**config.mk**
```make
export PLATFORM = sky130hd
export DESIGN_NAME = tdm_align
export DESIGN_NICKNAME = d
export VERILOG_FILES = /design/src/rtl/tdm_align_pkg.sv /design/src/rtl/tdm_align_cfg.sv /design/src/rtl/tdm_align_timer.sv /design/src/rtl/tdm_align_deser.sv /design/src/rtl/tdm_align.sv
export SDC_FILE = /design/constraint.sdc
export NUM_CORES = 1
export LEC_CHECK = 0
export BUFFER_PORTS_ARGS = -buffer_cell sky130_fd_sc_hd__buf_2
export CORE_MARGIN = 3
export CORE_UTILIZATION = 55
export CTS_BUF_LIST = sky130_fd_sc_hd__clkbuf_16
export DETAILED_ROUTE_END_ITERATION = 7
export GPL_TIMING_DRIVEN = 1
export PLACE_DENSITY = 0.77
export SKIP_CTS_REPAIR_TIMING = 1
export SLEW_MARGIN = 20
export SYNTH_ARGS = -nofsm -noshare
export SYNTH_HDL_FRONTEND = slang
export SYNTH_HIERARCHICAL = 1
export SYNTH_SLANG_ARGS = --single-unit
```
**constraint.sdc**
```tcl
create_clock -name clk_i -period 3.8 [get_ports clk_i]
set_input_delay 0.38 -clock clk_i [delete_from_list [all_inputs] [get_ports clk_i]]
set_output_delay 0.38 -clock clk_i [all_outputs]
set_load 0.01 [all_outputs]
```
**src/rtl/tdm_align_pkg.sv**
```systemverilog
package tdm_align_pkg;

    localparam int unsigned BITS_PER_CH  = 8;
    localparam int unsigned QTRS_PER_BIT = 4;

    // Quarter-bit instant at which a bit cell is captured.
    typedef enum logic [1:0] {
        SAMP_QTR  = 2'd0,
        SAMP_HALF = 2'd1,
        SAMP_3QTR = 2'd2,
        SAMP_END  = 2'd3
    } samp_pt_e;

    // Per-clock events decoded from the local frame position.
    typedef struct packed {
        logic samp;   // this clock edge captures a bit
        logic last;   // the captured bit is the final bit of its channel
        logic zero;   // local frame position is zero
    } slot_evt_t;

    function automatic int unsigned frame_ticks(int unsigned base_ch, int unsigned rates);
        return base_ch * BITS_PER_CH * QTRS_PER_BIT * (1 << (rates - 1));
    endfunction

    function automatic int unsigned max_chans(int unsigned base_ch, int unsigned rates);
        return base_ch << (rates - 1);
    endfunction

    // log2 of the quarter-bit length in clocks for a given rate code.
    function automatic int unsigned quarter_shift(int unsigned rate, int unsigned rates);
        return rates - 1 - rate;
    endfunction

endpackage

```
**src/rtl/tdm_align_cfg.sv**
```systemverilog
module tdm_align_cfg
    import tdm_align_pkg::*;
#(
    parameter int unsigned BASE_CH = 32,
    parameter int unsigned RATES   = 5,
    localparam int unsigned MAX_CH = max_chans(BASE_CH, RATES),
    localparam int unsigned CHW    = $clog2(MAX_CH),
    localparam int unsigned RW     = (RATES > 1) ? $clog2(RATES) : 1,
    localparam int unsigned OBW    = CHW + 3,
    localparam int unsigned FW     = OBW + 2
) (
    input  logic           clk_i,
    input  logic           rst_i,
    input  logic           fp_i,
    input  logic [RW-1:0]  rate_i,
    input  logic [CHW-1:0] ch_dly_i,
    input  logic [2:0]     bit_dly_i,
    input  logic [1:0]     phase_i,
    output logic [RW-1:0]  rate_o,
    output samp_pt_e       phase_o,
    output logic [FW-1:0]  off_o
);

    logic [RW-1:0]  rate_c;
    logic [OBW-1:0] bits_mask;
    logic [OBW-1:0] off_bits;
    logic [FW-1:0]  off_ticks;

    // Offset computed from the raw inputs; loaded only at the frame pulse.
    always_comb begin
        rate_c    = (int'(rate_i) >= int'(RATES)) ? RW'(RATES - 1) : rate_i;
        bits_mask = OBW'(((BASE_CH * BITS_PER_CH) << rate_c) - 1);
        off_bits  = ({ch_dly_i, 3'b000} + OBW'(bit_dly_i)) & bits_mask;
        off_ticks = FW'({off_bits, 2'b00}) << quarter_shift(int'(rate_c), RATES);
    end

    always_ff @(posedge clk_i) begin
        if (rst_i) begin
            rate_o  <= '0;
            phase_o <= SAMP_3QTR;
            off_o   <= '0;
        end else if (fp_i) begin
            rate_o  <= rate_c;
            phase_o <= samp_pt_e'(phase_i);
            off_o   <= off_ticks;
        end
    end

endmodule

```
**src/rtl/tdm_align_timer.sv**
```systemverilog
module tdm_align_timer
    import tdm_align_pkg::*;
#(
    parameter int unsigned BASE_CH = 32,
    parameter int unsigned RATES   = 5,
    localparam int unsigned MAX_CH = max_chans(BASE_CH, RATES),
    localparam int unsigned CHW    = $clog2(MAX_CH),
    localparam int unsigned RW     = (RATES > 1) ? $clog2(RATES) : 1,
    localparam int unsigned FW     = CHW + 5
) (
    input  logic           clk_i,
    input  logic           rst_i,
    input  logic           fp_i,
    input  logic [RW-1:0]  rate_i,
    input  samp_pt_e       phase_i,
    input  logic [FW-1:0]  off_i,
    output slot_evt_t      evt_o,
    output logic [CHW-1:0] chan_o
);

    logic [FW-1:0] mtick_q;
    logic [FW-1:0] loc;
    logic [FW-1:0] sub_mask;
    logic [FW-1:0] qidx;
    logic [FW-1:0] bidx;
    int unsigned   qsh;

    // Master tick: the frame length is a power of two, so wrap is free.
    always_ff @(posedge clk_i) begin
        if (rst_i || fp_i) begin
            mtick_q <= '0;
        end else begin
            mtick_q <= mtick_q + 1'b1;
        end
    end

    always_comb begin
        qsh        = quarter_shift(int'(rate_i), RATES);
        loc        = mtick_q - off_i;
        sub_mask   = FW'((1 << qsh) - 1);
        qidx       = loc >> qsh;
        bidx       = loc >> (qsh + 2);
        evt_o.samp = ((loc & sub_mask) == sub_mask) && (qidx[1:0] == phase_i);
        evt_o.last = (bidx[2:0] == 3'd7);
        evt_o.zero = (loc == '0);
        chan_o     = CHW'(bidx >> 3);
    end

endmodule

```
**src/rtl/tdm_align_deser.sv**
```systemverilog
module tdm_align_deser
    import tdm_align_pkg::*;
#(
    parameter int unsigned CHW = 9
) (
    input  logic           clk_i,
    input  logic           rst_i,
    input  logic           din_i,
    input  slot_evt_t      evt_i,
    input  logic [CHW-1:0] chan_i,
    output logic [7:0]     byte_o,
    output logic [CHW-1:0] ch_o,
    output logic           valid_o,
    output logic           sof_o
);

    logic [BITS_PER_CH-2:0] shift_q;

    always_ff @(posedge clk_i) begin
        if (rst_i) begin
            shift_q <= '0;
            byte_o  <= '0;
            ch_o    <= '0;
            valid_o <= 1'b0;
            sof_o   <= 1'b0;
        end else begin
            valid_o <= 1'b0;
            sof_o   <= evt_i.zero;
            if (evt_i.samp) begin
                if (evt_i.last) begin
                    byte_o  <= {shift_q, din_i};
                    ch_o    <= chan_i;
                    valid_o <= 1'b1;
                end else begin
                    shift_q <= {shift_q[BITS_PER_CH-3:0], din_i};
                end
            end
        end
    end

endmodule

```
**src/rtl/tdm_align.sv**
```systemverilog
module tdm_align
    import tdm_align_pkg::*;
#(
    parameter int unsigned BASE_CH = 32,
    parameter int unsigned RATES   = 5,
    localparam int unsigned MAX_CH = max_chans(BASE_CH, RATES),
    localparam int unsigned CHW    = $clog2(MAX_CH),
    localparam int unsigned RW     = (RATES > 1) ? $clog2(RATES) : 1,
    localparam int unsigned FW     = CHW + 5
) (
    input  logic           clk_i,
    input  logic           rst_i,
    input  logic           fp_i,
    input  logic           din_i,
    input  logic [RW-1:0]  rate_i,
    input  logic [CHW-1:0] ch_dly_i,
    input  logic [2:0]     bit_dly_i,
    input  logic [1:0]     phase_i,
    output logic [7:0]     byte_o,
    output logic [CHW-1:0] ch_o,
    output logic           valid_o,
    output logic           sof_o
);

    logic [RW-1:0]  act_rate;
    samp_pt_e       act_phase;
    logic [FW-1:0]  act_off;
    slot_evt_t      evt;
    logic [CHW-1:0] loc_chan;

    tdm_align_cfg #(
        .BASE_CH (BASE_CH),
        .RATES   (RATES)
    ) u_cfg (
        .clk_i     (clk_i),
        .rst_i     (rst_i),
        .fp_i      (fp_i),
        .rate_i    (rate_i),
        .ch_dly_i  (ch_dly_i),
        .bit_dly_i (bit_dly_i),
        .phase_i   (phase_i),
        .rate_o    (act_rate),
        .phase_o   (act_phase),
        .off_o     (act_off)
    );

    tdm_align_timer #(
        .BASE_CH (BASE_CH),
        .RATES   (RATES)
    ) u_timer (
        .clk_i   (clk_i),
        .rst_i   (rst_i),
        .fp_i    (fp_i),
        .rate_i  (act_rate),
        .phase_i (act_phase),
        .off_i   (act_off),
        .evt_o   (evt),
        .chan_o  (loc_chan)
    );

    tdm_align_deser #(
        .CHW (CHW)
    ) u_deser (
        .clk_i   (clk_i),
        .rst_i   (rst_i),
        .din_i   (din_i),
        .evt_i   (evt),
        .chan_i  (loc_chan),
        .byte_o  (byte_o),
        .ch_o    (ch_o),
        .valid_o (valid_o),
        .sof_o   (sof_o)
    );

endmodule

```
### Word level (Yosys, flattened, before mapping)

Cells that the tools add are included.

| storage, ports and cells | value |
|---|---|
| register bits after elaboration | 59 |
| bits in latches | 0 |
| RAM bits | 0 |
| memory bits (read-only) | 0 |
| input bits | 21 |
| output and inout bits | 19 |
| word-level logic and storage cells | 38 |
| memories kept | 0 |

| cells by class | value |
|---|---|
| add/subtract/negate cells | 8 |
| $mul | 0 |
| divide/modulo/power cells | 0 |
| order comparisons | 1 |
| equal/unequal tests | 3 |
| shift operators | 5 |
| mux-type cells | 2 |
| bitwise logic cells | 4 |
| reduce and logical (&&, ||, !) cells | 6 |

Operators with widths:

| cell | number |
|---|---|
| $add A32 B2 Y32 const B | 1 |
| $shl A1 B32 Y14 const A | 1 |
| $shl A14 B32 Y14 | 1 |
| $shr A14 B32 Y12 | 1 |
| $shr A14 B32 Y2 | 1 |
| $add A14 B1 Y14 const B | 1 |
| $and A14 B14 Y14 | 1 |
| $eq A14 B14 Y1 | 1 |
| $logic_not A14 Y1 | 1 |
| $sub A14 B14 Y14 | 1 |
| $sub A14 B2 Y14 const B | 1 |
| $add A12 B3 Y12 | 1 |
| $and A12 B12 Y12 | 1 |
| $shl A9 B3 Y12 const A | 1 |
| $sub A12 B1 Y12 const B | 1 |
| $sub A3 B3 Y4 const A | 2 |
| $reduce_and A2 Y1 | 2 |
| $eq A3 B3 Y1 const B | 1 |
| $ge A3 B3 Y1 const B | 1 |
| $mux W3 | 1 |
| $eq A2 B2 Y1 | 1 |
| $not A1 Y1 | 2 |
| $reduce_or A2 Y1 | 1 |
| $logic_and A1 B1 Y1 | 1 |
| 2 further kinds | 2 |

### Logic depth before layout (Yosys ltp)

| logic depth | value |
|---|---|
| depth after elaboration | 8 |
| gate-level depth with buffers | 18 |
| depth with buffers taken out | 14 |

### By module

Netlist, hierarchy kept.

Modules (own cells, without submodules):

| module | instances | cells each | area an instance (um^2) | seq. area each (um^2) |
|---|---|---|---|---|
| tdm_align_timer | 1 | 386 | 2,631.3 | 280.3 |
| tdm_align_cfg | 1 | 128 | 1,114.8 | 340.3 |
| tdm_align_deser | 1 | 97 | 1,036.0 | 520.5 |

### Worst setup path before layout

OpenSTA, ideal clock, no wires.

| timing path | value |
|---|---|
| path kind | reg-to-reg |
| start | register u_cfg.rate_o[0] |
| end | register u_deser.byte_o[1] |
| setup time | 0.072 ns |
| arrival time | 3.828 ns |
| required time | 3.728 ns |
| setup slack | -0.099 ns |
| cell stages (with the launch flop) | 18 |
| path buffers | 4 |
| period minus slack after synthesis | 3.899 ns |
| cell sequence | dfxtp_1 > clkinv_1 > clkbuf_1 > ha_1 > inv_1 > clkbuf_1 > nand2_1 > ha_1 > buf_1 > a21oi_1 > nor2_1 > a21oi_1 > o32ai_1 > or4_1 > nor4_1 > buf_4 > and2_4 > mux2i_1 |

RTL lines:

| element | RTL line | RTL |
|---|---|---|
| start: declaration | tdm_align_cfg.sv:19 | `output logic [RW-1:0] rate_o,` |
| start signal: assignment | tdm_align_cfg.sv:43 | `rate_o <= rate_c;` |
| end signal: assignment | tdm_align_deser.sv:31 | `byte_o <= {shift_q, din_i};` |
| end: declaration | tdm_align_deser.sv:11 | `output logic [7:0] byte_o,` |

==> flow_results.org <==
** Flow run
- Max-cap violations in this run came to 0.

** STA
- Setup violations remaining at the end of the flow were counted as 0.
- For the pin with the worst max-slew slack, the measured transition is 759 ps.
- Setup repair after global routing left no endpoint under its margin.
- Worst relative slew slack :: 0.494
- In the finished design, the share of the clock period the worst path needs comes to 0.963.
- Time the worst path needs with I/O delays and setup :: roughly 3700 ps
- Hold slack final :: roughly 270 ps
- Final-layout setup total negative slack :: 0 ps
- Clock Skews :: between 6 and 7 ps
- Based on the critical path, the design can be clocked at up to between 200 and 300 MHz.
- Setup slack on the critical path of the routed design comes to about 140 ps.
- Final hold viol count :: 0
- The count of pins over their slew limit is 0.

** Min path
- The path class of the tightest hold or removal check is input port to flip-flop.

** Yosys
- By area, the combinational part of the netlist is dominated by simple AND/OR/NAND/NOR gates.
- Number of cells produced by synthesis :: a little over 600
- Number of storage elements in the synthesis netlist :: 57
- Compound-cell area share of the yosys netlist :: 0.230
- Library cell with the largest summed area after synthesis :: sky130_fd_sc_hd__dfxtp_1
- Number of flops mapped to enable cells by yosys :: 0
- Number of synthesis warnings :: 6
- In this run the mean area of a mapped cell was 7.83 sq um.
- Sequential-to-total area share from yosys stat :: 0.239
- The number of different library cells used by synthesis comes to between 70 and 80.
- Of the total synthesized cell area, the portion taken by XOR and XNOR cells is 0.0471.
- Of the post-synthesis cell area, the dominant cell type holds 0.239.
- Ranked by total cell area, the synthesized netlist is headed by sky130_fd_sc_hd__dfxtp_1, sky130_fd_sc_hd__mux2i_1, sky130_fd_sc_hd__ha_1.
- Most instantiated flip-flop cell in the synthesis netlist :: sky130_fd_sc_hd__dfxtp_1
- Combined area of all synthesized cells :: 4780 sq um
- Of the total synthesized cell area, the portion taken by AND, OR, NAND and NOR gates is 0.266.
- The portion of synthesized area spent on multiplexers is 0.0856.
- Of the total synthesized cell area, the portion taken by full adders, half adders and majority gates is 0.0617.
- Counting flops with an async set or reset pin after synthesis yields a share of 0.

** Floorplanning
- Horizontal die dimension :: 99.2 um
- Floorplan die area :: approximately 10000 sq um
- Core box area :: 8340 sq um
- Die Ht :: between 90 and 100 um
- For this configuration, the core starts out at a cell density of 0.573.
- Top-level port count :: 40
- After floorplanning, the core was divided into 33 placement rows.

** Finish
- Final cell count without fillers :: ~750
- Proportion of layout cells with a drive suffix above 1 :: 0.157
- After the last flow step, the layout net total stands at 681.
- Antenna fix cells :: 0
- Relative to the synthesized area, the layout overhead comes to 11.0%.

** Clocking
- Cts bufs inserted :: 9
- Clock tree from TritonCTS :: yes
- Clock latency on the worst-skew pair :: approximately 320 ps
- Number of sinks on the clock net :: 57
- In this run the number of H-tree levels came out at 3.
- In this run the deepest clock path goes through 2 buffers.
- Root Buffer :: sky130_fd_sc_hd__clkbuf_16
- Clock transition at the register clock pins on the worst setup and hold paths after CTS :: ~60 ps

** Power and ir drop
- The share of total power dissipated in the clock network is 0.372.
- In this run the power spent charging and discharging nets is about 0.0007 W.
- Proportion of power drawn by combinational gates :: 0.312
- Overall power consumption after layout is estimated at approximately 0.0020 W.
- For this design the ratio of total power to cell area is 373 nW/um^2.
- Of the total power, the share spent switching nets is 0.344.
- Fraction of power consumed by sequential logic :: 0.316
- Internal power component :: 0.00130 W
- In this run the static leakage power is 2.18 nW.
- Across the VDD grid, the largest voltage drop is about 0.31 mV.

** Setup path
- Along the worst path, the maximum fanout reaches 7.
- Setup crit end kind :: flip-flop
- At the worst endpoint, the required time is 4050 ps.
- STA puts the critical path data arrival time at about 3900 ps.
- The worst setup path is launched from a flip-flop.
- WS Path Type :: flip-flop to flip-flop

** Place
- Detailed placement HPWL :: 8.96 mm
- Buffers placed on the I/O ports in this run total 39.
- At the placement stage, the worst setup path has a slack of around 220 ps.
- Routability congestion estimate from global placement :: approximately 1
- In this run, placement finished with an instance count of 731.

** Route
- DRC marker count from the first detailed-route iteration :: ~370
- In the routed design, unresolved DRC markers number 0.
- In the final routed layout, each cell accounts on average for 16.3 um.
- Wires add up to between 10 and 15 mm.
- Using the TritonRoute via totals, the vias-per-cell ratio works out to roughly 6.3.
- Detailed-route via count :: between 4k and 5k
- Final ANT Viol Nets :: 0
- The first detailed-routing pass ran for 5 iterations.

** Status
- Result of the run :: complete, no violations

** Global routing
- First-pass GRT wire length :: 20.1 mm
- Initial antenna violation count :: 0
- Overall routing resource usage :: 0.246
- For this run the aggregate overflow at the end of global routing stands at 0.
- Entering global routing, the biggest net connects 46 pins.
- Vias in the first global route :: 4253
[power groups by stage]
stage | clock (W) | sequential [W] | combinational, W
after floorplan | 0 | 0.000636 | 0.000467
after global placement | 0 | 0.000638 | 0.000589
after detailed placement | 0 | 0.000639 | 0.000596
after CTS | 0.000751 | 0.000626 | 0.000603
after global routing | 0.000772 | 0.000627 | 0.000674
final | 0.000738 | 0.000626 | 0.000619
[placed cells by master (no fill, tap or decap), types with 11 or more instances in the layout]
master and instances:
sky130_fd_sc_hd__mux2i_1 33, sky130_fd_sc_hd__ha_1 22, sky130_fd_sc_hd__xnor2_1 11, sky130_fd_sc_hd__xor2_1 11
sky130_fd_sc_hd__nand2_1 38, sky130_fd_sc_hd__nor2_1 60, sky130_fd_sc_hd__nor3_1 12, sky130_fd_sc_hd__a21oi_1 47
sky130_fd_sc_hd__dfxtp_1 56, sky130_fd_sc_hd__buf_2 39, sky130_fd_sc_hd__nand3_1 37, sky130_fd_sc_hd__a31oi_1 13
sky130_fd_sc_hd__buf_4 14, sky130_fd_sc_hd__inv_1 27, sky130_fd_sc_hd__nor2b_1 18, sky130_fd_sc_hd__o21ai_0 17
sky130_fd_sc_hd__nand2b_1 24
[flip-flops by register name (all words and copies together), names as in the netlist]
register,flops
u_deser/sof_o,1
u_deser/shift_q,7
u_cfg/off_o,12
u_deser/ch_o,9
u_cfg/phase_o,2
u_cfg/rate_o,3
u_deser/byte_o,8
u_deser/valid_o,1
u_timer/mtick_q,14
[worst max-delay path, stage by stage (launching register included)]
cell	delay (ps)
sky130_fd_sc_hd__dfxtp_1	340
sky130_fd_sc_hd__inv_1	50
sky130_fd_sc_hd__ha_1	420
sky130_fd_sc_hd__a21oi_4	230
sky130_fd_sc_hd__o211ai_1	140
sky130_fd_sc_hd__a2111o_1	430
sky130_fd_sc_hd__o211ai_1	150
sky130_fd_sc_hd__xnor2_2	220
sky130_fd_sc_hd__a31oi_1	160
sky130_fd_sc_hd__or4_1	500
sky130_fd_sc_hd__nor4_4	390
sky130_fd_sc_hd__nor2b_1	190
sky130_fd_sc_hd__buf_4	170
sky130_fd_sc_hd__mux2i_1	190
[final cells by class]
type                       count  area, sq um
tap                          105          131
clock buffer                   9          225
sequential                    57         1140
inverter                      30          120
multi-input combinational    486         3340
fill                         752         3030
timing repair buffer          53          300
clock inverter                 7         53.8
[kinds of logic after synthesis]
family          count (synthesis)
other cells                     1
compound gates                156
simple gates                  244
xor+xnor                       24
fa+ha+maj                      23
flops                          57
mux                            37
buf+inv                        69
[cell usage after synthesis (5+ instances only)]
library cell	number
sky130_fd_sc_hd__nor2_1	60
sky130_fd_sc_hd__dfxtp_1	57
sky130_fd_sc_hd__a21oi_1	47
sky130_fd_sc_hd__nand2_1	38
sky130_fd_sc_hd__nand3_1	37
sky130_fd_sc_hd__mux2i_1	33
sky130_fd_sc_hd__inv_1	27
sky130_fd_sc_hd__nand2b_1	24
sky130_fd_sc_hd__ha_1	22
sky130_fd_sc_hd__nor2b_1	18
sky130_fd_sc_hd__o21ai_0	17
sky130_fd_sc_hd__buf_2	14
sky130_fd_sc_hd__clkbuf_1	14
sky130_fd_sc_hd__a31oi_1	13
sky130_fd_sc_hd__nor3_1	12
sky130_fd_sc_hd__xnor2_1	11
sky130_fd_sc_hd__xor2_1	11
sky130_fd_sc_hd__a21bo_1	9
sky130_fd_sc_hd__and2_1	9
sky130_fd_sc_hd__or3_1	8
sky130_fd_sc_hd__a211oi_1	7
sky130_fd_sc_hd__o211ai_1	7
sky130_fd_sc_hd__and3_1	6
sky130_fd_sc_hd__or2_2	6
sky130_fd_sc_hd__a21o_1	5
sky130_fd_sc_hd__a32oi_1	5
sky130_fd_sc_hd__buf_4	5
sky130_fd_sc_hd__nand4_1	5
[path summary, 6_finish.rpt]
kind / start / to / slack [ps] / depth (start not counted)
setup / recovery: u_cfg/off_o[4] / u_deser/shift_q[0] / 140 / 13
hold / removal: phase_i[1] / u_cfg/phase_o[1] / 270 / 2
hold reg to reg: u_timer/mtick_q[0] / u_timer/mtick_q[0] / 470 / 1
setup reg to reg: u_cfg/off_o[4] / u_deser/shift_q[0] / 140 / 13
[through the flow]
stage	util	instance area, sq um
floorplan	-	4790
global placement	0.603	5030
detailed placement	0.603	5030
CTS	0.637	5310
global route	0.637	5310
finish	0.637	5310
[metal layers]
metal	track usage	wire length, um	vias to the layer above
li1	-	-	2260
met1	0.325	5440	2205
met2	0.405	5710	199
met3	0.0477	763	33
met4	0.0756	287	0
met5	0	0	-
Note: power is estimated with default switching activity, not from simulation.
